## src/rtl/dram_rc_pkg.sv

```systemverilog
package dram_rc_pkg;
  typedef enum logic [2:0] {
    ST_PAUSE,
    ST_IDLE,
    ST_RF_CAS,
    ST_RF_HOLD,
    ST_RF_RAS,
    ST_PRE,
    ST_ROW,
    ST_COL
  } seq_state_e;
endpackage

```

## src/rtl/dram_rc_pause.sv

```systemverilog
module dram_rc_pause #(
  parameter int PAUSE_CYC = 10000
) (
  input  logic clk,
  input  logic rst_n,
  output logic done
);
  localparam int PW = $clog2(PAUSE_CYC + 1);

  logic [PW-1:0] cnt_q, cnt_d;
  logic          done_q, done_d;
  logic          cnt_en;

  assign cnt_en = !done_q;

  always_comb begin
    cnt_d  = cnt_q + 1'b1;
    done_d = (cnt_q == PW'(PAUSE_CYC - 1));
  end

  always_ff @(posedge clk or negedge rst_n) begin
    if (!rst_n) begin
      cnt_q  <= '0;
      done_q <= 1'b0;
    end else if (cnt_en) begin
      cnt_q  <= cnt_d;
      done_q <= done_d;
    end
  end

  assign done = done_q;
endmodule

```

## src/rtl/dram_rc_ref_timer.sv

```systemverilog
module dram_rc_ref_timer #(
  parameter int REF_INTERVAL = 780
) (
  input  logic clk,
  input  logic rst_n,
  input  logic run,
  input  logic take,
  output logic pend
);
  localparam int IW = $clog2(REF_INTERVAL + 1);

  logic [IW-1:0] cnt_q, cnt_d;
  logic          pend_q, pend_d;
  logic          wrap;

  assign wrap = (cnt_q == IW'(REF_INTERVAL - 1));

  always_comb begin
    cnt_d  = wrap ? '0 : cnt_q + 1'b1;
    pend_d = pend_q;
    if (take)        pend_d = 1'b0;
    if (run && wrap) pend_d = 1'b1;
  end

  always_ff @(posedge clk or negedge rst_n) begin
    if (!rst_n) begin
      cnt_q  <= '0;
      pend_q <= 1'b0;
    end else begin
      if (run) cnt_q <= cnt_d;
      pend_q <= pend_d;
    end
  end

  assign pend = pend_q;
endmodule

```

## src/rtl/dram_rc_seq.sv

```systemverilog
module dram_rc_seq
  import dram_rc_pkg::*;
#(
  parameter int T_CSR     = 2,
  parameter int T_CHR     = 3,
  parameter int T_RAS     = 6,
  parameter int T_RP      = 4,
  parameter int T_RCD     = 2,
  parameter int T_CAS     = 3,
  parameter int WAKE_REFS = 8
) (
  input  logic clk,
  input  logic rst_n,
  input  logic pause_done,
  input  logic ref_pend,
  input  logic req,
  input  logic wr,
  output logic ref_take,
  output logic ready,
  output logic ras_n,
  output logic cas_n,
  output logic we_n,
  output logic addr_col,
  output logic ack
);
  localparam int M1   = (T_CSR > T_RAS) ? T_CSR : T_RAS;
  localparam int M2   = (T_RP > T_RCD) ? T_RP : T_RCD;
  localparam int M3   = (M2 > T_CAS) ? M2 : T_CAS;
  localparam int MAXD = (M1 > M3) ? M1 : M3;
  localparam int CW   = $clog2(MAXD + 1);
  localparam int WW   = $clog2(WAKE_REFS + 1);

  seq_state_e    st_q, st_d;
  logic [CW-1:0] cnt_q, cnt_d;
  logic [WW-1:0] wake_q, wake_d;
  logic          rdy_q, rdy_d;
  logic          wr_q, wr_d;
  logic          last;

  function automatic logic [CW-1:0] dur_of(seq_state_e s);
    case (s)
      ST_RF_CAS:  dur_of = CW'(T_CSR - 1);
      ST_RF_HOLD: dur_of = CW'(T_CHR - 1);
      ST_RF_RAS:  dur_of = CW'(T_RAS - T_CHR - 1);
      ST_PRE:     dur_of = CW'(T_RP - 1);
      ST_ROW:     dur_of = CW'(T_RCD - 1);
      ST_COL:     dur_of = CW'(T_CAS - 1);
      default:    dur_of = '0;
    endcase
  endfunction

  assign last = (cnt_q == '0);

  always_comb begin
    st_d   = st_q;
    wake_d = wake_q;
    rdy_d  = rdy_q;
    wr_d   = wr_q;
    case (st_q)
      ST_PAUSE:   if (pause_done) st_d = ST_RF_CAS;
      ST_IDLE: begin
        if (ref_pend) begin
          st_d = ST_RF_CAS;
        end else if (req) begin
          st_d = ST_ROW;
          wr_d = wr;
        end
      end
      ST_RF_CAS:  if (last) st_d = ST_RF_HOLD;
      ST_RF_HOLD: if (last) st_d = ST_RF_RAS;
      ST_RF_RAS:  if (last) st_d = ST_PRE;
      ST_PRE: begin
        if (last) begin
          if (rdy_q) begin
            st_d = ST_IDLE;
          end else if (wake_q == WW'(WAKE_REFS - 1)) begin
            st_d  = ST_IDLE;
            rdy_d = 1'b1;
          end else begin
            st_d   = ST_RF_CAS;
            wake_d = wake_q + 1'b1;
          end
        end
      end
      ST_ROW:     if (last) st_d = ST_COL;
      ST_COL:     if (last) st_d = ST_PRE;
      default:    st_d = ST_IDLE;
    endcase
    if (st_d != st_q) cnt_d = dur_of(st_d);
    else if (!last)   cnt_d = cnt_q - 1'b1;
    else              cnt_d = cnt_q;
  end

  always_ff @(posedge clk or negedge rst_n) begin
    if (!rst_n) begin
      st_q   <= ST_PAUSE;
      cnt_q  <= '0;
      wake_q <= '0;
      rdy_q  <= 1'b0;
      wr_q   <= 1'b0;
    end else begin
      st_q   <= st_d;
      cnt_q  <= cnt_d;
      wake_q <= wake_d;
      rdy_q  <= rdy_d;
      wr_q   <= wr_d;
    end
  end

  assign ref_take = (st_q == ST_IDLE) && ref_pend;
  assign ready    = rdy_q;
  assign ras_n    = !((st_q == ST_RF_HOLD) || (st_q == ST_RF_RAS) ||
                      (st_q == ST_ROW)     || (st_q == ST_COL));
  assign cas_n    = !((st_q == ST_RF_CAS) || (st_q == ST_RF_HOLD) ||
                      (st_q == ST_COL));
  assign we_n     = !((st_q == ST_COL) && wr_q);
  assign addr_col = (st_q == ST_COL);
  assign ack      = (st_q == ST_COL) && last;
endmodule

```

## src/rtl/dram_refresh_ctrl.sv

```systemverilog
module dram_refresh_ctrl #(
  parameter int PAUSE_CYC    = 10000,
  parameter int WAKE_REFS    = 8,
  parameter int REF_INTERVAL = 780,
  parameter int T_CSR        = 2,
  parameter int T_CHR        = 3,
  parameter int T_RAS        = 6,
  parameter int T_RP         = 4,
  parameter int T_RCD        = 2,
  parameter int T_CAS        = 3,
  parameter int MAX_RAS_CYC  = 500
) (
  input  logic clk,
  input  logic rst_n,
  input  logic req,
  input  logic wr,
  output logic ack,
  output logic ready,
  output logic ras_n,
  output logic cas_n,
  output logic we_n,
  output logic addr_col
);
  logic [1:0] rst_sync_q;
  logic       rst_int_n;
  logic       pause_done;
  logic       ref_pend;
  logic       ref_take;

  always_ff @(posedge clk or negedge rst_n) begin
    if (!rst_n) rst_sync_q <= 2'b00;
    else        rst_sync_q <= {rst_sync_q[0], 1'b1};
  end
  assign rst_int_n = rst_sync_q[1];

  dram_rc_pause #(.PAUSE_CYC(PAUSE_CYC)) u_pause (
    .clk  (clk),
    .rst_n(rst_int_n),
    .done (pause_done)
  );

  dram_rc_ref_timer #(.REF_INTERVAL(REF_INTERVAL)) u_timer (
    .clk  (clk),
    .rst_n(rst_int_n),
    .run  (ready),
    .take (ref_take),
    .pend (ref_pend)
  );

  dram_rc_seq #(
    .T_CSR(T_CSR), .T_CHR(T_CHR), .T_RAS(T_RAS), .T_RP(T_RP),
    .T_RCD(T_RCD), .T_CAS(T_CAS), .WAKE_REFS(WAKE_REFS)
  ) u_seq (
    .clk       (clk),
    .rst_n     (rst_int_n),
    .pause_done(pause_done),
    .ref_pend  (ref_pend),
    .req       (req),
    .wr        (wr),
    .ref_take  (ref_take),
    .ready     (ready),
    .ras_n     (ras_n),
    .cas_n     (cas_n),
    .we_n      (we_n),
    .addr_col  (addr_col),
    .ack       (ack)
  );
endmodule

```

## config.mk

```make
export PLATFORM = sky130hd
export DESIGN_NAME = dram_refresh_ctrl
export DESIGN_NICKNAME = d
export VERILOG_FILES = /design/src/rtl/dram_rc_pkg.sv /design/src/rtl/dram_rc_pause.sv /design/src/rtl/dram_rc_ref_timer.sv /design/src/rtl/dram_rc_seq.sv /design/src/rtl/dram_refresh_ctrl.sv
export SDC_FILE = /design/constraint.sdc
export NUM_CORES = 1
export LEC_CHECK = 0
export ABC_CLOCK_PERIOD_IN_PS = 1580
export BUFFER_PORTS_ARGS = -buffer_cell sky130_fd_sc_hd__buf_2
export CAP_MARGIN = 10
export CELL_PAD_IN_SITES_DETAIL_PLACEMENT = 1
export CELL_PAD_IN_SITES_GLOBAL_PLACEMENT = 1
export CORE_MARGIN = 3
export CORE_UTILIZATION = 35
export CTS_BUF_LIST = sky130_fd_sc_hd__clkbuf_4 sky130_fd_sc_hd__clkbuf_8
export DETAILED_ROUTE_END_ITERATION = 8
export PLACE_DENSITY = 0.59
export SLEW_MARGIN = 20
export SYNTH_ARGS = -nofsm -noshare
export SYNTH_HDL_FRONTEND = slang
export SYNTH_SLANG_ARGS = --single-unit
```

## constraint.sdc

```tcl
create_clock -name clk -period 1.58 [get_ports clk]
set_input_delay 0.316 -clock clk [delete_from_list [all_inputs] [get_ports clk]]
set_output_delay 0.316 -clock clk [all_outputs]
set_load 0.03 [all_outputs]
```

* After elaboration in Yosys (flattened, before gate mapping) *
Cells that the tools add are included.

word-level totals
  input port bits = 4
  logic and storage cells = 76
  register bits after elaboration = 40

cells by class
  muxes and demuxes = 20
  bitwise gates (word level) = 3
  equal/unequal tests = 18
  $add $sub $neg = 4
  reduce and logical (&&, ||, !) cells = 21

operator list
  operator                                                                count
  3-bit two-way mux                                                       11
  3-bit equality test (second input constant)                             8
  3-bit one-hot mux with 7 select lines                                   1
  14-bit by 1-bit adder with 14-bit output (second input constant)        1
  14-bit equality test (second input constant)                            1
  3-bit by 2-bit equality test with 1-bit output (second input constant)  4
  10-bit by 1-bit adder with 10-bit output (second input constant)        1
  10-bit equality test (second input constant)                            1
  10-bit two-way mux                                                      1
  3-bit zero test                                                         2
  2-bit one-hot mux with 3 select lines                                   1
  1-bit logical OR                                                        5
  1-bit two-way mux                                                       5
  4-bit by 1-bit adder with 4-bit output (second input constant)          1
  4-bit by 3-bit equality test with 1-bit output (second input constant)  1
  1-bit logical AND                                                       4
  4-bit AND reduction                                                     1
  2-bit OR reduction                                                      2
  3-bit by 1-bit equality test with 1-bit output (second input constant)  1
  1-bit zero test                                                         3
  3-bit inequality test                                                   1
  1-bit inverter                                                          3
  3-bit AND reduction                                                     1
  3-bit OR reduction                                                      1
  5 further kinds                                                         5

* Depth between registers and ports, before layout *
  depth after elaboration = 9
  gate-level depth with buffers = 7
  mapped depth without buffers = 7

* Cells and area by module *
Synthesis repeated with hierarchy kept, for this count alone.

second synthesis, totals
  cell total of the unflattened synthesis = 185
  area total of the unflattened synthesis = 2,103.3 um^2

by module, submodules not included
  module             area each (um^2)  times used  cells each
  dram_rc_seq        812.0             1           75
  dram_rc_pause      678.2             1           54
  dram_rc_ref_timer  559.3             1           53
  dram_refresh_ctrl  53.8              1           3

* Worst setup path before layout *
Ideal clock, no wire load.

  path kind = register to register
  from = reg u_seq.wake_q[0]
  to = reg u_seq.cnt_q[1]
  path buffers = 0
  slack = -0.312 ns
  period minus slack after synthesis = 1.892 ns
  data required time = 1.455 ns
  stages on the path, launching flop included = 7
  data arrival time = 1.767 ns
  library setup time = 0.125 ns
  path through = dfrtp_1 ha_1 and3b_4 nor4_4 nor3_2 mux2_2 mux2_2

between the ends
  word-level cells in the longest chain between the ends = 9
  elaborated cells between the ends (all ways) = 17
  those cells by class = eq/ne (9); mux (6); reduce/logical (2)

ends and longest elaborated chain
  element                                                                                       line                RTL
  start: declaration                                                                            dram_rc_seq.sv:35   logic [WW-1:0] wake_q, wake_d;
  start signal: assignment                                                                      dram_rc_seq.sv:104  wake_q <= wake_d;
  4-bit by 3-bit equality test with 1-bit output (*)                                            dram_rc_seq.sv:76   end else if (wake_q == WW'(WAKE_REFS - 1)) begin
  2-bit two-way mux (*)                                                                         dram_rc_seq.sv:76
  3-bit two-way mux (*)                                                                         dram_rc_seq.sv:74   if (rdy_q) begin
  3-bit two-way mux (*)                                                                         dram_rc_seq.sv:73   if (last) begin
  3-bit one-hot mux with 7 select lines (*)                                                     dram_rc_seq.sv:59   case (st_q)
  net u_seq.st_d[0]                                                                             dram_rc_seq.sv:33   seq_state_e st_q, st_d;
  3-bit by 2-bit equality test with 1-bit output / 3-bit equality test (equally long branches)  dram_rc_seq.sv:41   case (s)
  3-bit OR reduction (no source line) / 2-bit OR reduction (equally long branches)              n/a
  2-bit one-hot mux with 3 select lines                                                         dram_rc_seq.sv:41
  3-bit two-way mux                                                                             dram_rc_seq.sv:89   if (st_d != st_q) cnt_d = dur_of(st_d);
  end signal: assignment                                                                        dram_rc_seq.sv:103  cnt_q <= cnt_d;
  end: declaration                                                                              dram_rc_seq.sv:34   logic [CW-1:0] cnt_q, cnt_d;

The timed path passes the listed nets; every way through them passes the cells marked *.
A chain may end at the register's enable or synchronous reset.

* Worst setup path after layout *
  from = reg u_seq.cnt_q[0]
  to = reg u_seq.cnt_q[1]

between the ends
  word-level cells in the longest chain between the ends = 7
  elaborated cells between the ends (all ways) = 21
  those cells by class = add/sub (1); eq/ne (8); mux (9); reduce/logical (3)

ends and longest elaborated chain
  element                                                                                       line               RTL
  3-bit zero test                                                                               dram_rc_seq.sv:52  assign last = (cnt_q == '0);
  3-bit two-way mux (on tied branches)                                                          n/a
  3-bit one-hot mux with 7 select lines                                                         dram_rc_seq.sv:59
  3-bit by 2-bit equality test with 1-bit output / 3-bit equality test (equally long branches)  dram_rc_seq.sv:41
  3-bit OR reduction (no source line) / 2-bit OR reduction (equally long branches)              n/a
  2-bit one-hot mux with 3 select lines                                                         dram_rc_seq.sv:41
  3-bit two-way mux                                                                             dram_rc_seq.sv:89

Several ways; a longest one is shown, not always the timed one. The select of a mux whose other input is x is not followed.

==> impl_metrics.ini <==
[worst_setup_path]
worstReg2RegEnd = u_seq.cnt_q[1]
worstPathMaxFanout = 4
required_ns = 1.76
critPathLaunch = u_seq.cnt_q[0]
reg2reg_depth = 8
critPathKind = reg -> reg
reg2reg_from = u_seq.cnt_q[0]
cp_num_buf_inv = 2
r2r_slack_ns = -0.30
cpPeakStageDelay_ns = 0.39
cp_common_cell = mux2_2
start_kind = flop
crit_chain = inv_2, ha_4, nand3b_1, buf_6, o31ai_4, nand2_1, mux2_2, mux2_2
critPathCaptureType = flop
cp_data_arrival_time_ns = 2.06
cp_slowest_cell = dfrtp_1
path_delay_family = multiplexers

[logic_synthesis]
yosysWarnings = 0
synth_cell_types = 44
synth_area_per_cell_sq_um = 11.2
synth_top_family_by_area = simple AND/OR/NAND/NOR gates
syn-cell-area_sq_mm = 0.00199
muxShareOfSynthArea_pct = 5.36
synthArstFlopShare_pct = 100
yosysTopAreaCell = dfrtp_1
yosysTopAreaCellShare_pct = 50.4
synth.ff_latch_count = 40
synth_ff_type = dfrtp_1
synthAdderAreaFrac_pct = 3.15
synth_edf_count = 0
yosys.area_share.simple_pct = 20.5
netlist_instances = 177
synth-compound-area-share_pct = 5.67
synth_area_leaders = dfrtp_1 50%, xnor2_1 6.6%, xor2_1 4.9%, nor2_1 3.2%, ha_1 3.2%
yosysSeqAreaShare_pct = 50.4
synth_fp_nets = 186
synth_xor_area_share_pct = 11.5

[place]
gp_congestion = 0.808
io_buffers = 9
dpl_cell_area_sq_mm = 0.00235
place_ws_ns = -0.273
dpl.hpwl_um = 3180

[route]
dr_total_vias = 1540
postRouteAntennaNets = 0
wl_per_cell_um = 15.1
drt_wl_total_um = 4660
drc = 0
firstDrtPassIters = 3
viasPerCell = 4.98
drt_iter0_drc = 59

[global_route]
grt_max_degree = 23
grt_pass1_wl_um = 7820
first_global_vias = 1643
antenna_found_initial = 0
track_usage_pct = 15.7
grt_overflow = 0

[sta]
drv_slew = 0
rsz0062_at_grt = true
fin_crit_sh_pct = 119
max-slew-margin-rel_pct = 59.6
skew_ns = 0.00294
max_freq_mhz = 532
fin_crit_ns = 1.88
postLayoutSetupSlackWorst_ns = -0.301
setup_viol = 13
hold_viol = 0
max_slew.worst_pin.slew_ns = 0.604
whs_ns = 0.210

[die]
rows = 26
io-pin-count = 10
initial_core_util_pct = 37.4
die_x_um = 81.3
coreArea_sq_mm = 0.00530
dieHeight_um = 81.3
dieArea_sq_mm = 0.00661

[power]
total_power_mw = 1.71
ir_drop_uv = 466
power_density_mw_per_mm2 = 621
leakage_nw = 1.30

[layout]
synthToLayoutAreaGrowth_pct = 38.3
final_util_pct = 51.8
nNetsFinal = 248
final_cell_mix = 38 x buf_4, 37 x dfrtp_1, 16 x buf_6, 15 x nor2_1, 15 x xnor2_1
final.fill_count = 592
seqCellArea_sq_mm = 0.00100
final_common_cell = buf_4
multiInputGateArea_sq_mm = 0.00106
diodes = 0
drive_above_1_share_pct = 43.9
fin_area_sq_mm = 0.00275

[clock_network]
cts_root_buf = clkbuf_8
clk_latency_ns = 0.29
numCtsBuffers = 5
htreeDepth = 2
cts_tree = built
ctsLongestPathBuffers = 2
clk_pin_slew_worst_paths_ns = 0.07
clock-sinks = 40

[status]
status = finished with violations
violations = setup timing

[hold_path]
min_path_type = reg -> async

[run]
timing.max_cap.violations = 0
how the worst max path moves through the flow:
stage,endpoint,slack (ns),cells after the start
floorplan,u_seq.cnt_q[1],-0.28,6
global placement,u_seq.cnt_q[1],-0.25,8
detailed placement,u_seq.cnt_q[1],-0.27,8
CTS,u_seq.cnt_q[1],-0.27,8
global route,u_seq.cnt_q[1],-0.39,8
finish,u_seq.cnt_q[1],-0.30,8
layer usage:
layer  part of all wire [%]  vias to the layer above  wire [um]  track usage [%]
met5                      0                        -          0                0
met4                    1.3                        0         59             5.74
met3                    2.4                        5        110             3.99
met2                     54                       17       2520             27.6
met1                     42                      783       1970             18.4
li1                       -                      735          -                -
registers in the layout, summed over array words and instances, names as in the netlist:
name	count
u_seq.wr_q	1
u_pause.cnt_q	14
u_pause.done	1
rst_sync_q	2
u_seq.wake_q	4
u_timer.pend	1
u_seq.cnt_q	3
u_seq.ready	1
u_seq.st_q	3
u_timer.cnt_q	10
cells by family after synthesis:
group / Yosys count
AOI/OAI and AO/OA: 15
xor gates and xnor gates: 26
adders and majority gates: 5
buffers and inverters: 9
DFF: 40
muxes: 10
other: 1
and+or+nand+nor: 71
what timing repair did:
item	in CTS	in global routing
endpoints found under the hold margin	2	0
gates resized for setup	28	21
setup buffers	8	9
endpoints found under the setup margin	12	18
pin swaps	6	8
hold buffers	1	0
cell usage after synthesis, drive strengths merged (2+ instances only):
master,count
dfrtp,40
nor2,17
nand2,16
xnor2,15
xor2,11
nand3,7
and3,5
ha,5
inv,5
mux2,5
mux2i,5
and3b,4
clkbuf,3
nand2b,3
nand4,3
nor2b,3
nor3,3
nor4,3
o21ai,3
a21o,2
a21oi,2
o31ai,2
o32ai,2
metrics by stage:
step / cells / setup TNS (ns)
3_3_place_gp: 285 / -0.886
3_5_place_dp: 285 / -1.11
4_1_cts: 301 / -1.55
2_1_floorplan: 177 / -0.332
6_report: 309 / -1.47
5_1_grt: 309 / -2.46
worst register-to-register path, cell delays in order (launching register included):
cell and delay, ns:
dfrtp_1 0.39, inv_2 0.08, ha_4 0.14, nand3b_1 0.16, buf_6 0.18, o31ai_4 0.19
nand2_1 0.09, mux2_2 0.27, mux2_2 0.26
report_power, final:
part           internal (mW)  switching, mW
Clock                  0.317          0.330
Combinational        0.00900         0.0229
Sequential              1.03       0.000855
layout make-up:
cell class | count | share of cell area, %
multi-input combinational | 128 | 38.5
tap | 70 | 3.19
sequential | 40 | 36.6
clock buffer | 6 | 2.78
timing repair buffer | 59 | 18.0
clock inverter | 1 | 0.182
inverter | 5 | 0.683
Note: power is estimated with default switching activity, not from simulation.
